`src/rtl/psw_pkg.sv`:
```
package psw_pkg;
  localparam int WORD_W    = 32;
  localparam int LINES     = 16;
  localparam int PRIO_W    = 5;
  localparam int STACK_D   = 3;
  localparam int MASK_LSB  = 0;
  localparam int PRIO_LSB  = MASK_LSB + LINES;
  localparam int IE_LSB    = PRIO_LSB + PRIO_W;
  localparam int US_LSB    = IE_LSB + STACK_D;
  localparam int USED_W    = US_LSB + STACK_D;
endpackage

```
`src/rtl/psw_bit_stack.sv`:
```
module psw_bit_stack #(
  parameter int DEPTH = 3
) (
  input  logic             clk,
  input  logic             rst_n,
  input  logic             push,
  input  logic             pop,
  input  logic             load,
  input  logic [DEPTH-1:0] load_val,
  output logic [DEPTH-1:0] bits
);
  // bits[DEPTH-1] is the current level, bits[0] the oldest
  logic [DEPTH-1:0] bits_d;

  always_comb begin
    bits_d = bits;
    if (push)
      bits_d = {1'b0, bits[DEPTH-1:1]};
    else if (pop)
      bits_d = {bits[DEPTH-2:0], bits[0]};
    else if (load)
      bits_d = load_val;
  end

  always_ff @(posedge clk or negedge rst_n) begin
    if (!rst_n)
      bits <= '0;
    else
      bits <= bits_d;
  end

  AST_PUSH_SHIFT: assert property (@(posedge clk) disable iff (!rst_n)
    push |=> (bits[DEPTH-1] == 1'b0) && (bits[DEPTH-2:0] == $past(bits[DEPTH-1:1])))
    else $error("push shift wrong");

  AST_POP_KEEP_OLD: assert property (@(posedge clk) disable iff (!rst_n)
    (pop && !push) |=> (bits[0] == $past(bits[0])) && (bits[DEPTH-1:1] == $past(bits[DEPTH-2:0])))
    else $error("pop shift wrong");
endmodule

```
`src/rtl/psw_irq_pick.sv`:
```
module psw_irq_pick #(
  parameter int LINES = 16,
  parameter int NUM_W = 5
) (
  input  logic             clk,
  input  logic             rst_n,
  input  logic             enable,
  input  logic [LINES-1:0] pending,
  input  logic [LINES-1:0] mask,
  output logic             req,
  output logic [NUM_W-1:0] num
);
  logic [LINES-1:0] qual;
  logic [NUM_W-1:0] top_idx;

  assign qual = pending & mask;

  // ascending scan: the last hit is the highest line
  always_comb begin
    top_idx = '0;
    for (int i = 0; i < LINES; i++) begin
      if (qual[i]) top_idx = NUM_W'(i);
    end
  end

  assign req = enable && (|qual);
  assign num = req ? top_idx : '0;

  AST_REQ_NEEDS_ENABLE: assert property (@(posedge clk) disable iff (!rst_n)
    req |-> (enable && (|(pending & mask))))
    else $error("request without enable or qualified line");

  AST_NUM_IS_QUALIFIED: assert property (@(posedge clk) disable iff (!rst_n)
    req |-> (pending[num] && mask[num]))
    else $error("winning line not qualified");

  AST_NUM_ZERO_IDLE: assert property (@(posedge clk) disable iff (!rst_n)
    !req |-> (num == '0))
    else $error("number nonzero while idle");
endmodule

```
`src/rtl/psw_core.sv`:
```
module psw_core
  import psw_pkg::*;
#(
  parameter int IDX_W     = 3,
  parameter int PSW_INDEX = 0
) (
  input  logic              clk,
  input  logic              rst_n,
  input  logic              wr_en,
  input  logic [IDX_W-1:0]  wr_idx,
  input  logic [WORD_W-1:0] wr_data,
  input  logic              exc_enter,
  input  logic [PRIO_W-1:0] exc_code,
  input  logic              exc_return,
  input  logic [LINES-1:0]  irq_pending,
  output logic [WORD_W-1:0] psw_value,
  output logic              user_mode,
  output logic              irq_req,
  output logic [PRIO_W-1:0] irq_num
);
  logic [STACK_D-1:0] us_bits, ie_bits;
  logic [PRIO_W-1:0]  prio_q, prio_d;
  logic [LINES-1:0]   mask_q, mask_d;
  logic               wr_hit, do_pop, do_load;
  logic               unused_hi;

  assign unused_hi = ^wr_data[WORD_W-1:USED_W];
  assign wr_hit    = wr_en && (wr_idx == IDX_W'(PSW_INDEX));
  assign do_pop    = exc_return && !exc_enter;
  assign do_load   = wr_hit && !exc_enter && !exc_return;

  psw_bit_stack #(.DEPTH(STACK_D)) u_user (
    .clk(clk), .rst_n(rst_n), .push(exc_enter), .pop(do_pop), .load(do_load),
    .load_val(wr_data[US_LSB +: STACK_D]), .bits(us_bits));

  psw_bit_stack #(.DEPTH(STACK_D)) u_ien (
    .clk(clk), .rst_n(rst_n), .push(exc_enter), .pop(do_pop), .load(do_load),
    .load_val(wr_data[IE_LSB +: STACK_D]), .bits(ie_bits));

  psw_irq_pick #(.LINES(LINES), .NUM_W(PRIO_W)) u_pick (
    .clk(clk), .rst_n(rst_n), .enable(ie_bits[STACK_D-1]),
    .pending(irq_pending), .mask(mask_q), .req(irq_req), .num(irq_num));

  always_comb begin
    prio_d = prio_q;
    mask_d = mask_q;
    if (exc_enter)
      prio_d = irq_req ? irq_num : exc_code;
    else if (do_load) begin
      prio_d = wr_data[PRIO_LSB +: PRIO_W];
      mask_d = wr_data[MASK_LSB +: LINES];
    end
  end

  always_ff @(posedge clk or negedge rst_n) begin
    if (!rst_n) begin
      prio_q <= '0;
      mask_q <= '0;
    end else begin
      prio_q <= prio_d;
      mask_q <= mask_d;
    end
  end

  assign psw_value = {{(WORD_W-USED_W){1'b0}}, us_bits, ie_bits, prio_q, mask_q};
  assign user_mode = us_bits[STACK_D-1];

  AST_WRITE_LANDS: assert property (@(posedge clk) disable iff (!rst_n)
    (wr_hit && !exc_enter && !exc_return) |=> psw_value[USED_W-1:0] == $past(wr_data[USED_W-1:0]))
    else $error("write did not land");

  AST_OTHER_IDX_IGNORED: assert property (@(posedge clk) disable iff (!rst_n)
    (!wr_hit && !exc_enter && !exc_return) |=> psw_value == $past(psw_value))
    else $error("word changed without cause");

  AST_MASK_HELD: assert property (@(posedge clk) disable iff (!rst_n)
    (exc_enter || exc_return) |=> mask_q == $past(mask_q))
    else $error("mask changed on entry or return");

  AST_ENTRY_PRIO: assert property (@(posedge clk) disable iff (!rst_n)
    exc_enter |=> prio_q == ($past(irq_req) ? $past(irq_num) : $past(exc_code)))
    else $error("priority source wrong");

  AST_KERNEL_ON_ENTRY: assert property (@(posedge clk) disable iff (!rst_n)
    exc_enter |=> (!user_mode && !irq_req))
    else $error("entry left user mode or request");
endmodule

```
`config.mk`:
```
export PLATFORM = sky130hd
export DESIGN_NAME = psw_core
export DESIGN_NICKNAME = d
export VERILOG_FILES = /design/src/rtl/psw_pkg.sv /design/src/rtl/psw_bit_stack.sv /design/src/rtl/psw_irq_pick.sv /design/src/rtl/psw_core.sv
export SDC_FILE = /design/constraint.sdc
export NUM_CORES = 1
export LEC_CHECK = 0
export BUFFER_PORTS_ARGS = -buffer_cell sky130_fd_sc_hd__buf_2
export CAP_MARGIN = 20
export CORE_ASPECT_RATIO = 1.75
export CORE_MARGIN = 5
export CORE_UTILIZATION = 46
export CTS_CLUSTER_SIZE = 8
export DETAILED_ROUTE_END_ITERATION = 16
export GPL_TIMING_DRIVEN = 0
export PLACE_DENSITY_LB_ADDON = 0.12
export SLEW_MARGIN = 0
export SYNTH_ARGS = -nofsm -noshare
export SYNTH_HDL_FRONTEND = slang
export SYNTH_SLANG_ARGS = --single-unit
```
`constraint.sdc`:
```
create_clock -name clk -period 2.85 [get_ports clk]
set_clock_uncertainty 0.05 [all_clocks]
set_input_delay 0.1425 -clock clk [delete_from_list [all_inputs] [get_ports clk]]
set_output_delay 0.1425 -clock clk [all_outputs]
set_load 0.01 [all_outputs]
```
==> flow_metrics.py, run 1 <==
metrics = {
    "clock_network": {
        "root_buffer": "clkbuf_8",
        "clockBufferDepth": 2,
        "cts_sinks": 27,
        "cts_buffers": 3,
        "insertion_delay_ns": 0.27,
        "cts_tree": "built",
        "htreeDepth": 1,
        "postCtsSetupBuffers": 0,
        "cts_resized": 0,
        "path_clk_slew_ns": 0.09,
    },
    "final_layout": {
        "design_area_um2": 2140,
        "layout-drive-gt1-share_pct": 52.7,
        "synthToLayoutAreaGrowth_pct": 35.4,
        "diodes": 0,
        "layout.nets": 305,
    },
    "worst_setup_path": {
        "slowest_delay_ns": 0.42,
        "worstPathMaxFanout": 7,
        "endpoint_kind": "output port",
        "reg2regPathDepth": 6,
        "critPathTopFamily": "compound AO/OA/AOI/OAI gates",
        "reg2reg_setup_slack_ns": 0.89,
        "critPathLaunchType": "flip-flop",
        "r2r-end": "prio_q[1]",
        "crit_required_ns": 2.66,
        "cp.arrival_ns": 2.04,
        "path_depth": 6,
        "rr_startpoint": "mask_q[8]",
        "slowest_stage": "dfrtp_1",
        "cp_num_buf_inv": 2,
        "criticalPathCategory": "flip-flop to output port",
        "crit_chain": "a22oi_1 -> a41oi_2 -> a21oi_2 -> inv_1 -> o21a_1 -> buf_2",
    },
    "grt": {
        "grt_max_degree": 28,
        "grt_pass1_vias": 1517,
        "grt_first_pass_wirelength_mm": 6.42,
        "grt_util_all_layers_pct": 18.1,
        "antenna_found_initial": 0,
        "globalRouteOverflowTotal": 0,
    },
    "synthesis": {
        "synth_top_family_by_area": "multiplexers",
        "synth_edf_count": 0,
        "syn_avg_cell_area_um2": 10.8,
        "ys_ff_latch": 27,
        "synth.area.top_cells": "dfrtp_1 (43%), mux2_2 (13%), mux2i_1 (4.4%)",
        "synth_top_area_share_pct": 42.7,
        "async_flop_share_pct": 100,
        "synthAdderAreaFrac_pct": 0,
        "synthSimpleGateAreaFrac_pct": 11.8,
        "synth_compound_area_share_pct": 17.0,
        "syn-cell-area_um2": 1580,
        "synthCells": 147,
        "ys_seq_area_share_pct": 42.7,
        "synth_xor_area_share_pct": 0,
        "yosys_warnings": 0,
        "synth_flop_cell": "dfrtp_1",
        "synth_top_area_cell": "dfrtp_1",
        "synth.distinct_cells": 36,
        "synth.mux.area_fraction_pct": 20.1,
    },
    "detailed_routing": {
        "top_layer": "met4",
        "drc_errors": 0,
        "met3WireLength_um": 300,
        "routedWlPerCell_um": 14.6,
        "post_drt_via_cell_ratio": 5.17,
        "wl_met1_mm": 1.50,
        "num_vias": 1490,
        "postRouteAntennaNets": 0,
        "dr_wl_met2_mm": 2.35,
        "wirelength_mm": 4.22,
        "dr.pass1.iters": 4,
        "first_iter_violations": 22,
    },
    "sta": {
        "fin_crit_sh_pct": 78.3,
        "grt_setup_unrepaired": "false",
        "tns_ns": 0,
        "fin_crit_ns": 2.23,
        "max_freq_mhz": 448,
        "slew_headroom_pct": 59.4,
        "hold_viol_final": 0,
        "maxSlewViolCount": 0,
        "holdWs_ns": 0.0427,
        "worstMarginPinSlew_ns": 0.609,
        "setup_violations": 0,
    },
    "power": {
        "ir_drop_mv": 0.417,
        "finalPower_mw": 1.02,
        "p_per_area_nw_per_um2": 476,
        "power_leakage_nw": 1.17,
    },
    "run_status": {
        "outcome": "completed",
    },
    "floorplan": {
        "fp.dieArea_um2": 4760,
        "core_um2": 3360,
        "rows": 28,
        "die_w_um": 54.3,
        "ios": 100,
        "die_h_um": 87.6,
        "initial_core_util_pct": 47.0,
    },
    "worst_hold_path": {
        "hold_class": "input pin to flip-flop",
        "min_to": "mask_q[8]",
        "whs_path_depth": 2,
        "hold_start": "wr_data[8]",
    },
    "placement": {
        "routabilityCongestion": 0.773,
        "io_buffers": 86,
        "post-dp-hpwl_mm": 3.54,
        "placed_area_um2": 2090,
    },
    "job": {
        "maxCapViolations": 0,
    },
}
## stage by stage
step	setup slack (ns)	util [%]	instances
final	0.618	63.7	288
after global routing	0.420	63.7	288
after CTS	0.605	63.7	288
after detailed placement	0.907	62.1	283
after global placement	0.930	62.1	283
after floorplan	1.07	-	152
## worst max path at each step
| stage | start | end | slack (ns) |
|---|---|---|---|
| 3_3_place_gp | mask_q[8] | prio_q[1] | 0.93 |
| 6_report | mask_q[8] | irq_num[1] | 0.62 |
| 5_1_grt | mask_q[10] | irq_num[1] | 0.42 |
| 2_1_floorplan | mask_q[10] | prio_q[1] | 1.07 |
| 3_5_place_dp | mask_q[8] | prio_q[1] | 0.91 |
| 4_1_cts | mask_q[8] | irq_num[1] | 0.60 |
## cell usage after synthesis (4+ instances only)
| master | n |
|---|---|
| dfrtp_1 | 27 |
| mux2_2 | 18 |
| nand2_1 | 16 |
| a22oi_1 | 9 |
| buf_4 | 8 |
| nor2_1 | 8 |
| mux2i_1 | 7 |
| o21ai_0 | 6 |
| a21oi_1 | 4 |
| buf_6 | 4 |
| inv_1 | 4 |
| nand3_1 | 4 |
## power by group
group	switching [mW]	leakage, nW	internal [mW]
logic	0.160	0.800	0.159
registers	0.0499	0.347	0.435
clock network	0.116	0.0228	0.100
## flip-flops by register name, summed over array words and instances, names as in the netlist
signal and flops:
mask_q 16, prio_q 5, u_ien.bits 3, u_user.bits 3
## layout make-up
class / count / area [um^2]
repair buffers: 87 / 440
inverters: 4 / 15.0
plain buffers: 14 / 114
multi-input cells: 107 / 796
well taps: 45 / 56.3
clock buffers: 4 / 45.0
fillers: 330 / 1220
flip-flops and latches: 27 / 676
## routing by layer
layer | track usage [%] | vias to the layer above
li1 | - | 721
met1 | 18.9 | 699
met2 | 34.9 | 63
met3 | 2.21 | 7
met4 | 6.12 | 0
met5 | 0 | -
## repair_timing
action,4_1_cts,5_1_grt
endpoints found under the hold margin,27,0
hold buffers,1,0
endpoints found under the setup margin,0,0
## cell families (layout without fill, tap and decap cells)
logic type,count (synthesis),in the layout
muxes,28,28
AOI/OAI and AO/OA,36,36
and+or+nand+nor,37,37
DFF,27,27
other,1,6
buffers and inverters,18,109
## layout by cell type (no fill, tap or decap), types with 3 or more instances in the layout
cell      count
a21oi_1       4
a22oi_1       9
a31oi_1       3
buf_2        87
buf_4         8
buf_6         4
clkbuf_8      3
conb_1        6
dfrtp_1      27
inv_1         4
mux2_2       18
mux2_4        3
mux2i_1       7
nand2_1      16
nand3_1       4
nor2_1        8
o21ai_0       6
Note: power is estimated with default switching activity, not from simulation.
==> run 2: changes to the inputs <==
--- a/config.mk
+++ b/config.mk
@@ -5,11 +5,12 @@
 export SDC_FILE = /design/constraint.sdc
 export NUM_CORES = 1
 export LEC_CHECK = 0
+export ABC_AREA = 1
 export BUFFER_PORTS_ARGS = -buffer_cell sky130_fd_sc_hd__buf_2
 export CAP_MARGIN = 20
 export CORE_ASPECT_RATIO = 1.75
 export CORE_MARGIN = 5
-export CORE_UTILIZATION = 46
+export CORE_UTILIZATION = 42
 export CTS_CLUSTER_SIZE = 8
 export DETAILED_ROUTE_END_ITERATION = 16
 export GPL_TIMING_DRIVEN = 0
==> constraint.sdc (replaced) <==
create_clock -name clk -period 2.2 [get_ports clk]
set_clock_uncertainty 0.05 [all_clocks]
set_input_delay 0.11 -clock clk [delete_from_list [all_inputs] [get_ports clk]]
set_output_delay 0.11 -clock clk [all_outputs]
set_load 0.01 [all_outputs]
==> run 2 against run 1 <==
  * Setup slack lost 0.29 ns
  * Critical endpoint is now irq_num[0]
  * Power grew 47%
  * Critical path type unchanged
  * Largest power group unchanged
  * Register-to-register slack lost 0.27 ns
==> flow_metrics.py, run 2 <==
metrics = {
    "detailed_routing": {
        "dr_wl_met2_mm": 2.37,
        "routedWlPerCell_um": 12.9,
        "first_iter_violations": 26,
        "met3WireLength_um": 263,
        "wirelength_mm": 4.10,
        "num_vias": 1486,
        "wl_met1_mm": 1.41,
        "dr.pass1.iters": 4,
        "top_layer": "met4",
        "drc_errors": 0,
        "postRouteAntennaNets": 0,
        "post_drt_via_cell_ratio": 4.66,
    },
    "final_layout": {
        "final_common_cell": "buf_2",
        "largest_register_ff_count": 16,
        "multi_input_area_um2": 786,
        "layout.nets": 335,
        "post-route-util_pct": 59.0,
        "diodes": 0,
        "synthToLayoutAreaGrowth_pct": 36.4,
        "fin_cells": 319,
        "top_regs": "mask_q x16, prio_q x5",
        "seq_area_um2": 676,
        "layout_common_cells": "buf_2 (88), nand2_1 (60), dfrtp_1 (27)",
        "layout-drive-gt1-share_pct": 49.1,
        "fill_cells": 360,
        "top_register": "mask_q",
        "design_area_um2": 2140,
    },
    "worst_setup_path": {
        "cp-endpoint": "irq_num[0]",
        "worstPathMaxFanout": 3,
        "crit_required_ns": 2.04,
        "path_depth": 19,
        "rr_startpoint": "mask_q[1]",
        "critPathLaunchType": "flip-flop",
        "criticalPathCategory": "flip-flop to output port",
        "r2r-end": "prio_q[0]",
        "critPathTopFamily": "simple AND/OR/NAND/NOR gates",
        "reg2regPathDepth": 20,
        "critPathLaunch": "mask_q[1]",
        "cp_num_buf_inv": 3,
        "endpoint_kind": "output port",
        "slowest_stage": "dfrtp_1",
        "reg2reg_setup_slack_ns": 0.62,
        "crit_chain": "nand2_1 -> inv_1 -> nand2_1 -> nand2_1 -> nand2_1 -> nand2_1 -> nand2_1 -> nand2_1 -> nand2_1 -> nand2_1 -> nand2_1 -> nand2_1 -> nand2_1 -> nand2_1 -> nand2_1 -> nand2_1 -> nand2_1 -> inv_1 -> buf_2",
        "slowest_delay_ns": 0.41,
        "crit_top_cell": "nand2_1",
        "cp.arrival_ns": 1.72,
    },
    "grt": {
        "grt_pass1_vias": 1554,
        "grt_first_pass_wirelength_mm": 6.80,
        "globalRouteOverflowTotal": 0,
        "grt_util_all_layers_pct": 16.2,
        "antenna_found_initial": 0,
        "grt_max_degree": 28,
    },
    "synthesis": {
        "ys_ff_latch": 27,
        "syn_avg_cell_area_um2": 8.97,
        "yosys.cell_count.top_type": "nand2_1",
        "synth_flop_cell": "dfrtp_1",
        "ys_top_cells_by_count": "nand2_1 (60), dfrtp_1 (27), inv_1 (10), mux2_4 (10)",
        "synth_edf_count": 0,
        "yosys_warnings": 0,
        "synth.area.top_cells": "dfrtp_1 (43%), nand2_1 (14%), mux2_4 (9.6%)",
        "ys_seq_area_share_pct": 43.1,
        "synth.distinct_cells": 31,
        "synthCells": 175,
        "synth_top_area_share_pct": 43.1,
        "async_flop_share_pct": 100,
        "syn-cell-area_um2": 1570,
        "synth_top_area_cell": "dfrtp_1",
    },
    "floorplan": {
        "core_um2": 3630,
        "die_h_um": 90.9,
        "initial_core_util_pct": 43.2,
        "rows": 29,
        "fp.dieArea_um2": 5110,
        "die_w_um": 56.2,
        "ios": 100,
    },
    "power": {
        "clkPwrFrac_pct": 18.8,
        "combPwrFrac_pct": 38.3,
        "finalPower_mw": 1.50,
        "p_switching_mw": 0.523,
        "seq_power_share_pct": 42.9,
        "p_int_mw": 0.981,
        "switching_share_pct": 34.8,
        "p_per_area_nw_per_um2": 703,
        "power_leakage_nw": 1.26,
        "ir_drop_mv": 0.533,
    },
    "clock_network": {
        "clockBufferDepth": 2,
        "cts_tree": "built",
        "htreeDepth": 1,
        "cts_resized": 0,
        "path_clk_slew_ns": 0.10,
        "postCtsSetupBuffers": 0,
        "insertion_delay_ns": 0.27,
        "hold_buffers": 1,
        "cts_sinks": 27,
        "root_buffer": "clkbuf_8",
        "cts_buffers": 3,
    },
    "sta": {
        "slew_headroom_pct": 58.6,
        "max_freq_mhz": 533,
        "maxSlewViolCount": 0,
        "fin_crit_sh_pct": 85.3,
        "grt_setup_unrepaired": "false",
        "tns_ns": 0,
        "worstMarginPinSlew_ns": 0.621,
        "fin_crit_ns": 1.88,
        "holdWs_ns": 0.0161,
        "hold_viol_final": 0,
        "setup_violations": 0,
        "fin_ws_ns": 0.323,
    },
    "placement": {
        "place_ws_ns": 0.602,
        "io_buffers": 88,
        "placed_area_um2": 2090,
        "dp.cells": 314,
        "routabilityCongestion": 0.801,
        "post-dp-hpwl_mm": 3.39,
    },
    "run_status": {
        "outcome": "completed",
    },
    "job": {
        "maxCapViolations": 0,
    },
    "worst_hold_path": {
        "hold_class": "input pin to flip-flop",
    },
}
-- run 2: cell type report --
cell class                 instances  share of cell area (%)
sequential                        27                    31.6
inverter                          13                    2.40
tap                               46                    2.69
timing repair buffer              89                    21.0
clock buffer                       4                    2.10
multi-input combinational        130                    36.7
buffer                            10                    3.51
-- run 2: per-layer routing --
layer / global-route usage (%) / vias to the layer above
li1: - / 752
met2: 32.4 / 57
met1: 16.8 / 673
met4: 3.37 / 0
met5: 0 / -
met3: 2.86 / 4
-- run 2: kinds of logic (layout without fill, tap and decap cells) --
kind of cell | Yosys count | count (layout) | share of synthesized area, %
simple gates | 86 | 86 | 24.6
mux | 16 | 16 | 13.9
buf+inv | 23 | 116 | 8.05
other cells | 1 | 6 | 0.239
compound gates | 22 | 22 | 10.2
flops | 27 | 27 | 43.1
-- run 2: worst min path at each step --
stage / startpoint / to / slack [ns] / depth (start not counted)
floorplan: rst_n / mask_q[0] / -0.24 / 0
global placement: rst_n / u_user.bits[0] / 0.11 / 1
detailed placement: rst_n / prio_q[2] / 0.12 / 1
CTS: wr_data[3] / mask_q[3] / 0.01 / 2
global route: wr_data[0] / mask_q[0] / 0.01 / 2
finish: wr_data[3] / mask_q[3] / 0.02 / 2
-- run 2: power by group through the flow --
stage                     sequential, mW  clock (mW)  combinational (mW)
after floorplan                    0.690           0               0.317
after global placement             0.653           0               0.580
after detailed placement           0.655           0               0.584
after CTS                          0.646       0.293               0.587
after global routing               0.659       0.315               0.643
final                              0.645       0.282               0.576
